**config.mk**
```make
export PLATFORM = sky130hd
export DESIGN_NAME = dual_issue_dispatch
export DESIGN_NICKNAME = d
export VERILOG_FILES = /design/src/rtl/dispatch_pkg.sv /design/src/rtl/dispatch_thread_cand.sv /design/src/rtl/dispatch_rr_arb.sv /design/src/rtl/dispatch_issue_ctl.sv /design/src/rtl/dual_issue_dispatch.sv
export SDC_FILE = /design/constraint.sdc
export NUM_CORES = 1
export LEC_CHECK = 0
export BUFFER_PORTS_ARGS = -buffer_cell sky130_fd_sc_hd__buf_2
export CORE_UTILIZATION = 30
export DETAILED_ROUTE_END_ITERATION = 10
export PLACE_DENSITY_LB_ADDON = 0.25
export SLEW_MARGIN = 15
export SYNTH_ARGS = -nofsm -noshare
export SYNTH_HDL_FRONTEND = slang
export SYNTH_SLANG_ARGS = --single-unit
```
**constraint.sdc**
```tcl
create_clock -name clk_i -period 2.15 [get_ports clk_i]
set_clock_uncertainty 0.2 [all_clocks]
set_input_delay 0.215 -clock clk_i [delete_from_list [all_inputs] [get_ports clk_i]]
set_output_delay 0.215 -clock clk_i [all_outputs]
set_load 0.1 [all_outputs]
```
**src/rtl/dispatch_pkg.sv**
```systemverilog
package dispatch_pkg;
  localparam int NUM_THR = 2;
  localparam int SLOTS   = 2;
  localparam int ENTRIES = NUM_THR * SLOTS;

  typedef enum logic {
    CLS_SCALAR = 1'b0,
    CLS_VECTOR = 1'b1
  } iclass_e;
endpackage

```
**src/rtl/dispatch_thread_cand.sv**
```systemverilog
module dispatch_thread_cand
  import dispatch_pkg::*;
#(
  parameter int TAG_W = 5
) (
  input  logic [SLOTS-1:0] vld_i,
  input  logic [SLOTS-1:0] cls_i,
  input  logic [TAG_W-1:0] old_dst_i,
  input  logic [TAG_W-1:0] yng_src_i,
  output logic             head_vld_o,
  output logic             head_cls_o,
  output logic             pair_ok_o
);
  logic raw_hazard;

  assign raw_hazard = (yng_src_i == old_dst_i);
  assign head_vld_o = vld_i[0];
  assign head_cls_o = cls_i[0];
  // pair needs both valid, opposite classes, no RAW between them
  assign pair_ok_o  = vld_i[0] && vld_i[1] && (cls_i[0] != cls_i[1]) && !raw_hazard;
endmodule

```
**src/rtl/dispatch_rr_arb.sv**
```systemverilog
module dispatch_rr_arb
  import dispatch_pkg::*;
(
  input  logic               clk_i,
  input  logic               rst_ni,
  input  logic [NUM_THR-1:0] head_vld_i,
  output logic               prio_o,
  output logic               rr_q_o
);
  logic rr_q;
  logic both;

  assign both = &head_vld_i;

  always_ff @(posedge clk_i or negedge rst_ni) begin
    if (!rst_ni)   rr_q <= 1'b0;
    else if (both) rr_q <= ~rr_q;
  end

  always_comb begin
    if (both)               prio_o = rr_q;
    else if (head_vld_i[1]) prio_o = 1'b1;
    else                    prio_o = 1'b0;
  end

  assign rr_q_o = rr_q;
endmodule

```
**src/rtl/dispatch_issue_ctl.sv**
```systemverilog
module dispatch_issue_ctl
  import dispatch_pkg::*;
(
  input  logic [NUM_THR-1:0]      head_vld_i,
  input  logic [NUM_THR-1:0]      head_cls_i,
  input  logic [NUM_THR-1:0]      pair_ok_i,
  input  logic                    prio_i,
  output logic                    sc_iss_o,
  output logic [1:0]              sc_idx_o,
  output logic                    vec_iss_o,
  output logic [1:0]              vec_idx_o,
  output logic [NUM_THR-1:0][1:0] pop_o
);
  logic       p, q, any;
  logic [1:0] first_idx, second_idx;
  logic       second_vld;

  always_comb begin
    p          = prio_i;
    q          = ~prio_i;
    any        = |head_vld_i;
    first_idx  = {p, 1'b0};
    second_idx = '0;
    second_vld = 1'b0;
    pop_o      = '0;
    if (any) begin
      pop_o[p] = 2'd1;
      if (pair_ok_i[p]) begin
        second_vld = 1'b1;
        second_idx = {p, 1'b1};
        pop_o[p]   = 2'd2;
      end else if (head_vld_i[q] && (head_cls_i[q] != head_cls_i[p])) begin
        second_vld = 1'b1;
        second_idx = {q, 1'b0};
        pop_o[q]   = 2'd1;
      end
    end
    if (head_cls_i[p] == CLS_VECTOR) begin
      vec_iss_o = any;        vec_idx_o = first_idx;
      sc_iss_o  = second_vld; sc_idx_o  = second_idx;
    end else begin
      sc_iss_o  = any;        sc_idx_o  = first_idx;
      vec_iss_o = second_vld; vec_idx_o = second_idx;
    end
  end
endmodule

```
**src/rtl/dual_issue_dispatch.sv**
```systemverilog
module dual_issue_dispatch
  import dispatch_pkg::*;
#(
  parameter int TAG_W = 5,
  parameter int OP_W  = 12
) (
  input  logic                     clk_i,
  input  logic                     rst_ni,
  input  logic [ENTRIES-1:0]       vld_i,
  input  logic [ENTRIES-1:0]       cls_i,
  input  logic [ENTRIES*TAG_W-1:0] dst_i,
  input  logic [ENTRIES*TAG_W-1:0] src_i,
  input  logic [ENTRIES*OP_W-1:0]  op_i,
  output logic                     sc_issue_o,
  output logic                     sc_tid_o,
  output logic [TAG_W-1:0]         sc_dst_o,
  output logic [TAG_W-1:0]         sc_src_o,
  output logic [OP_W-1:0]          sc_op_o,
  output logic                     vec_issue_o,
  output logic                     vec_tid_o,
  output logic [TAG_W-1:0]         vec_dst_o,
  output logic [TAG_W-1:0]         vec_src_o,
  output logic [OP_W-1:0]          vec_op_o,
  output logic [2*NUM_THR-1:0]     pop_cnt_o
);
  logic [NUM_THR-1:0]      head_vld, head_cls, pair_ok;
  logic                    prio, rr_q;
  logic [1:0]              sc_idx, vec_idx;
  logic [NUM_THR-1:0][1:0] pop;

  for (genvar t = 0; t < NUM_THR; t++) begin : g_thr
    dispatch_thread_cand #(.TAG_W(TAG_W)) u_cand (
      .vld_i      (vld_i[t*SLOTS +: SLOTS]),
      .cls_i      (cls_i[t*SLOTS +: SLOTS]),
      .old_dst_i  (dst_i[(t*SLOTS)*TAG_W +: TAG_W]),
      .yng_src_i  (src_i[(t*SLOTS+1)*TAG_W +: TAG_W]),
      .head_vld_o (head_vld[t]),
      .head_cls_o (head_cls[t]),
      .pair_ok_o  (pair_ok[t])
    );
    assign pop_cnt_o[2*t +: 2] = pop[t];
  end

  dispatch_rr_arb u_arb (
    .clk_i      (clk_i),
    .rst_ni     (rst_ni),
    .head_vld_i (head_vld),
    .prio_o     (prio),
    .rr_q_o     (rr_q)
  );

  dispatch_issue_ctl u_ctl (
    .head_vld_i (head_vld),
    .head_cls_i (head_cls),
    .pair_ok_i  (pair_ok),
    .prio_i     (prio),
    .sc_iss_o   (sc_issue_o),
    .sc_idx_o   (sc_idx),
    .vec_iss_o  (vec_issue_o),
    .vec_idx_o  (vec_idx),
    .pop_o      (pop)
  );

  assign sc_tid_o  = sc_idx[1];
  assign sc_dst_o  = dst_i[sc_idx*TAG_W +: TAG_W];
  assign sc_src_o  = src_i[sc_idx*TAG_W +: TAG_W];
  assign sc_op_o   = op_i[sc_idx*OP_W +: OP_W];
  assign vec_tid_o = vec_idx[1];
  assign vec_dst_o = dst_i[vec_idx*TAG_W +: TAG_W];
  assign vec_src_o = src_i[vec_idx*TAG_W +: TAG_W];
  assign vec_op_o  = op_i[vec_idx*OP_W +: OP_W];
endmodule

```
-- Word-level counts from Yosys, hierarchy flattened
Index checks and enable logic that the tools add are counted.
- register bits: 1
- logic and storage cells: 65
- output and inout bits: 52
- input bits: 98
- multipliers: 4
- shift operators: 6
- multiplexer cells: 27
- reduce and logical (&&, ||, !) cells: 13
- equal/unequal tests: 5
- order comparisons: 4
- bitwise gates (word level): 5
- operators with widths (cell ; number):
    $shiftx A48 B7 Y12 ; 2
    $shiftx A20 B6 Y5 ; 4
    $mux W1 ; 15
    $mux W2 ; 7
    $eq A5 B5 Y1 ; 2
    $mul A2 B3 Y5 const B ; 2
    $logic_and A1 B1 Y1 ; 9
    $mul A2 B2 Y4 const B ; 2
    $mux W4 ; 2
    $demux W2 S1 ; 2
    $lt A1 B2 Y1 const B ; 2
    $mux W3 ; 1
    $ne A1 B1 Y1 ; 3
    $and A2 B2 Y2 ; 1
    $ge A1 B1 Y1 const B ; 2
    $logic_not A1 Y1 ; 2
    $not A1 Y1 ; 2
    $not A2 Y2 ; 1
    $or A2 B2 Y2 ; 1
    $reduce_and A2 Y1 ; 1
    $reduce_or A2 Y1 ; 1

-- Depth between registers and ports, before layout
- depth after elaboration: 13
- gate-level depth with buffers: 11
- mapped depth without buffers: 7

-- By module
From an unflattened synthesis, not the netlist that was laid out.
- cells, all modules: 107
- area total of the unflattened synthesis: 1521.5 sq um
- by module, submodules not included (module ; area each (sq um) ; instances ; cells each ; seq. area each (sq um)):
    dual_issue_dispatch ; 1071.0 ; 1 ; 52 ; 0.0
    dispatch_issue_ctl ; 224.0 ; 1 ; 28 ; 0.0
    dispatch_thread_cand ; 88.8 ; 2 ; 11 ; 0.0
    dispatch_rr_arb ; 48.8 ; 1 ; 5 ; 25.0

-- Worst setup path after synthesis
OpenSTA, ideal clock, no wires.
- path type: reg-to-output
- start: register u_arb.rr_q (netlist: u_arb.rr_q_o)
- end: output port vec_dst_o[1]
- stages on the path, launching flop included: 11
- required time: 1.735 ns
- data arrival time: 3.714 ns
- slack: -1.979 ns
- path buffers: 3
- cell sequence: dfrtp_1 nand2b_1 nand4_1 a31o_2 buf_6 inv_1 o21ai_1 buf_4 buf_6 mux2i_1 mux2i_1
- word-level cells in the longest chain between the ends: 11
- elaborated cells on any way between the ends: 18
- classes of those cells: mul: 1; eq/ne: 1; shift: 1; mux: 13; bitwise: 1; reduce/logical: 1
- ends and longest elaborated chain (what ; RTL line ; source):
    from (decl) ; dispatch_rr_arb.sv:10 ; logic rr_q;
    from (signal assigned) ; dispatch_rr_arb.sv:17 ; else if (both) rr_q <= ~rr_q;
    $mux W1 (*) ; dispatch_rr_arb.sv:21 ; if (both) prio_o = rr_q;
    $mux W1, on equally long branches (2 in series) ; dispatch_issue_ctl.sv:32, dispatch_issue_ctl.sv:38 ;
    $ne A1 B1 Y1 ; dispatch_issue_ctl.sv:32 ; end else if (head_vld_i[q] && (head_cls_i[q] != head_cls_i[p])) begin
    $logic_and A1 B1 Y1 ; dispatch_issue_ctl.sv:32 ;
    $mux W2 ; dispatch_issue_ctl.sv:32 ;
    $mux W2 ; dispatch_issue_ctl.sv:28 ; if (pair_ok_i[p]) begin
    $mux W2 ; dispatch_issue_ctl.sv:26 ; if (any) begin
    $mux W2 (*) ; dispatch_issue_ctl.sv:38 ; if (head_cls_i[p] == CLS_VECTOR) begin
    $mul A2 B3 Y5 (*) ; dual_issue_dispatch.sv:69 ; assign vec_dst_o = dst_i[vec_idx*TAG_W +: TAG_W];
    $shiftx A20 B6 Y5 (*) ; dual_issue_dispatch.sv:69 ;
    to (decl) ; dual_issue_dispatch.sv:21 ; output logic [TAG_W-1:0] vec_dst_o,
Mark *: on every way between the ends. The rest lies on a longest branch, timed or not. The select of a mux whose other input is x is not followed.

-- Worst setup path in the final report
- start: input port dst_i[14]
- end: output port vec_src_o[2]
- word-level cells in the longest chain between the ends: 10
- ends and longest elaborated chain (what ; RTL line ; source):
    from (decl) ; dual_issue_dispatch.sv:11 ; input logic [ENTRIES*TAG_W-1:0] dst_i,
    $eq A5 B5 Y1 ; dispatch_thread_cand.sv:16 ; assign raw_hazard = (yng_src_i == old_dst_i);
    $logic_not A1 Y1 ; dispatch_thread_cand.sv:20 ; assign pair_ok_o = vld_i[0] && vld_i[1] && (cls_i[0] != cls_i[1]) && !raw_hazard;
    $logic_and A1 B1 Y1 ; dispatch_thread_cand.sv:20 ;
    $mux W1 (implied by the code) (2 in series) ; dispatch_issue_ctl.sv:28 ;
    $mux W2 ; dispatch_issue_ctl.sv:28 ;
    $mux W2 ; dispatch_issue_ctl.sv:26 ;
    $mux W2 ; dispatch_issue_ctl.sv:38 ;
    $mul A2 B3 Y5 ; dual_issue_dispatch.sv:70 ; assign vec_src_o = src_i[vec_idx*TAG_W +: TAG_W];
    $shiftx A20 B6 Y5 ; dual_issue_dispatch.sv:70 ;
    to (decl) ; dual_issue_dispatch.sv:22 ; output logic [TAG_W-1:0] vec_src_o,
No other way between the ends. The select of a mux whose other input is x is not followed.

==> results.sh <==
export IMPL_clk_latency_ns=0
export IMPL_worst_slack_ns=-0.634
export IMPL_p_leak_nw=2.13
export IMPL_end_kind="output pin"
export IMPL_core_area_um2=5920
export IMPL_ir_worst_vdd_v=0.000661
export IMPL_largest_reg_flops=1
export IMPL_grt_max_degree=16
export IMPL_startpoint="dst_i[14]"
export IMPL_die_y_um=80.5
export IMPL_hp_class="input port to asynchronous set/reset pin"
export IMPL_timing_slew_headroom=0.679
export IMPL_grt_overflow_total=0
export IMPL_synthFlopType="dfrtp_1"
export IMPL_diodes=0
export IMPL_rows=28
export IMPL_synth_area_leaders="mux2i_1, buf_6, xor2_1, xnor2_1, buf_12"
export IMPL_critical_path_class="input port to output pin"
export IMPL_place_gp_congestion=0.801
export IMPL_path_clk_slew_ns=0
export IMPL_arrival_ns=2.37
export IMPL_drc=0
export IMPL_p_int_mw=1.76
export IMPL_antenna_found_initial=0
export IMPL_synth_edf_count=0
export IMPL_synth_area_leader_cell="mux2i_1"
export IMPL_final_layout_size_suffix_gt1_frac=0.924
export IMPL_wl_per_cell_um=25.1
export IMPL_swShare=0.569
export IMPL_critical_path_max_fanout=8
export IMPL_ff2ff_path_depth=2
export IMPL_syn_inst=196
export IMPL_final_area_um2=5550
export IMPL_violations="setup timing"
export IMPL_grt_pass1_vias=2841
export IMPL_place_area_um2=4440
export IMPL_via_per_inst=5.73
export IMPL_period_needed_ns=2.78
export IMPL_dpl_hpwl_mm=6.11
export IMPL_p_per_area_nw_per_um2=737
export IMPL_cp_data_required_time_ns=1.74
export IMPL_area_growth_pct=200
export IMPL_finish_utilization=0.938
export IMPL_portBuffers=149
export IMPL_drt_total_wl_mm=11.8
export IMPL_routed_via_count=2692
export IMPL_avgSynthCellArea_um2=9.44
export IMPL_drtIter0Drc=77
export IMPL_p_sw_mw=2.33
export IMPL_grt_pass1_wl_mm=14.6
export IMPL_n_fill_cell=156
export IMPL_num_io_pins=150
export IMPL_seqPwrFrac=0.010
export IMPL_cap_viol_max_count=0
export IMPL_synth_distinct_cells=27
export IMPL_period_share=1.30
export IMPL_num_nets_final=495
export IMPL_ant_nets=0
export IMPL_setup_viol=50
export IMPL_clock_power_share=0
export IMPL_syn_nets=294
export IMPL_synth_area_um2=1850
export IMPL_finalSetupTns_ns=-22.94
export IMPL_slew_violations=0
export IMPL_die_x_um=80.5
export IMPL_worst_setup_path_start_kind="input port"
export IMPL_yosysTopAreaCellShare=0.714
export IMPL_grt_usage=0.296
export IMPL_firstDrtPassIters=5
export IMPL_r2r_start="u_arb.rr_q_o$_DFFE_PN0N_"
export IMPL_die_area_um2=6490
export IMPL_status="complete, but fails checks"
export IMPL_worst_pin_slew_ns=0.485
export IMPL_finalHoldViolCount=0
export IMPL_seq_area_frac_synth=0.0135
export IMPL_clock_fmax_ghz=0.359
export IMPL_async_reset_ff_frac=1.00
export IMPL_ys_ff_latch=1
export IMPL_p_comb_frac=0.990
export IMPL_yosys_warnings=0
export IMPL_rsz0062_at_grt="yes"
export IMPL_start_util=0.313
==> kinds of logic after synthesis <==
logic type,Yosys count,synth area share
AOI/OAI and AO/OA,11,0.0439
xor gates and xnor gates,14,0.0663
buffers and inverters,20,0.103
DFF,1,0.0135
muxes,132,0.714
and+or+nand+nor,18,0.0588
==> path summary, 6_finish.rpt <==
path                                                  to  slack, ns
worst min-delay path            u_arb.rr_q_o$_DFFE_PN0N_       0.40
max in group asynchronous       u_arb.rr_q_o$_DFFE_PN0N_       1.26
worst min register to register  u_arb.rr_q_o$_DFFE_PN0N_       0.42
worst max-delay path                        vec_src_o[2]      -0.63
min in group clk_i              u_arb.rr_q_o$_DFFE_PN0N_       0.42
worst max register to register  u_arb.rr_q_o$_DFFE_PN0N_       1.17
==> per-stage QoR <==
step                hold WS (ns)  power (mW)  setup slack [ns]  instances
finish                     0.403        4.09            -0.634        470
global route               0.416        4.18            -0.620        470
CTS                        0.327        3.92            -0.524        469
detailed placement        -0.209        3.54            -0.595        449
global placement          -0.211        3.51            -0.519        449
floorplan                 -0.281        2.41            -0.874        196
==> cell usage in the layout (no fill, tap or decap), types with 2 or more instances in the layout <==
cell / Yosys / layout
o21ai_0: 4 / 2
nand2_2: 0 / 2
xor2_2: 0 / 3
mux2i_4: 0 / 91
xor2_1: 8 / 5
nand4_1: 2 / 2
clkbuf_16: 0 / 3
nand2_1: 5 / 3
buf_8: 0 / 2
buf_6: 9 / 11
xnor2_1: 6 / 5
nand3_1: 3 / 3
nor2_4: 0 / 2
buf_4: 3 / 41
mux2i_2: 0 / 35
buf_2: 4 / 92
mux2i_1: 132 / 6
buf_16: 0 / 6
buf_12: 2 / 61
==> timing repair <==
action,in CTS,in global routing
resized for setup,112,31
cloned,7,3
endpoints found under the setup margin,50,50
pin swaps,4,6
hold endpoints to repair,1,0
setup buffers,12,1
hold buffers,1,0
==> metal layers <==
layer	vias up	wire length [um]	GRT usage
met3	44	805	0.0568
met2	180	6470	0.618
met5	-	0	0
li1	1155	-	-
met4	0	573	0.0607
met1	1313	3970	0.292
==> worst max-delay path, stage by stage <==
cell and delay, ns:
buf_2 0.12, xor2_1 0.18, nor3_2 0.23, a31o_2 0.25, clkinvlp_4 0.14, o21ai_4 0.18
buf_12 0.14, buf_12 0.14, mux2i_2 0.40, mux2i_4 0.16, buf_12 0.20
==> power groups by stage <==
stage | clock [mW] | sequential, mW | combinational, mW
after floorplan | 0 | 0.0363 | 2.37
after global placement | 0 | 0.0361 | 3.48
after detailed placement | 0 | 0.0368 | 3.51
after CTS | 0 | 0.0368 | 3.89
after global routing | 0 | 0.0399 | 4.14
final | 0 | 0.0399 | 4.05
==> cell type report <==
class | instances | area (um^2) | share of cell area
Multi-Input combinational cell | 175 | 3020 | 0.544
Timing Repair Buffer | 217 | 2390 | 0.431
Tap cell | 75 | 93.8 | 0.0169
Sequential cell | 1 | 25.0 | 0.00451
Inverter | 2 | 18.8 | 0.00338
==> synthesized netlist by cell type (all sizes together), types with 2 or more instances <==
cell and instances:
mux2i 132, buf 18, xor2 8, xnor2 6
nand2 5, o21ai 5, nand3 4, nor2 3
inv 2, nand4 2
No activity file was read; power rests on OpenSTA's default activity.
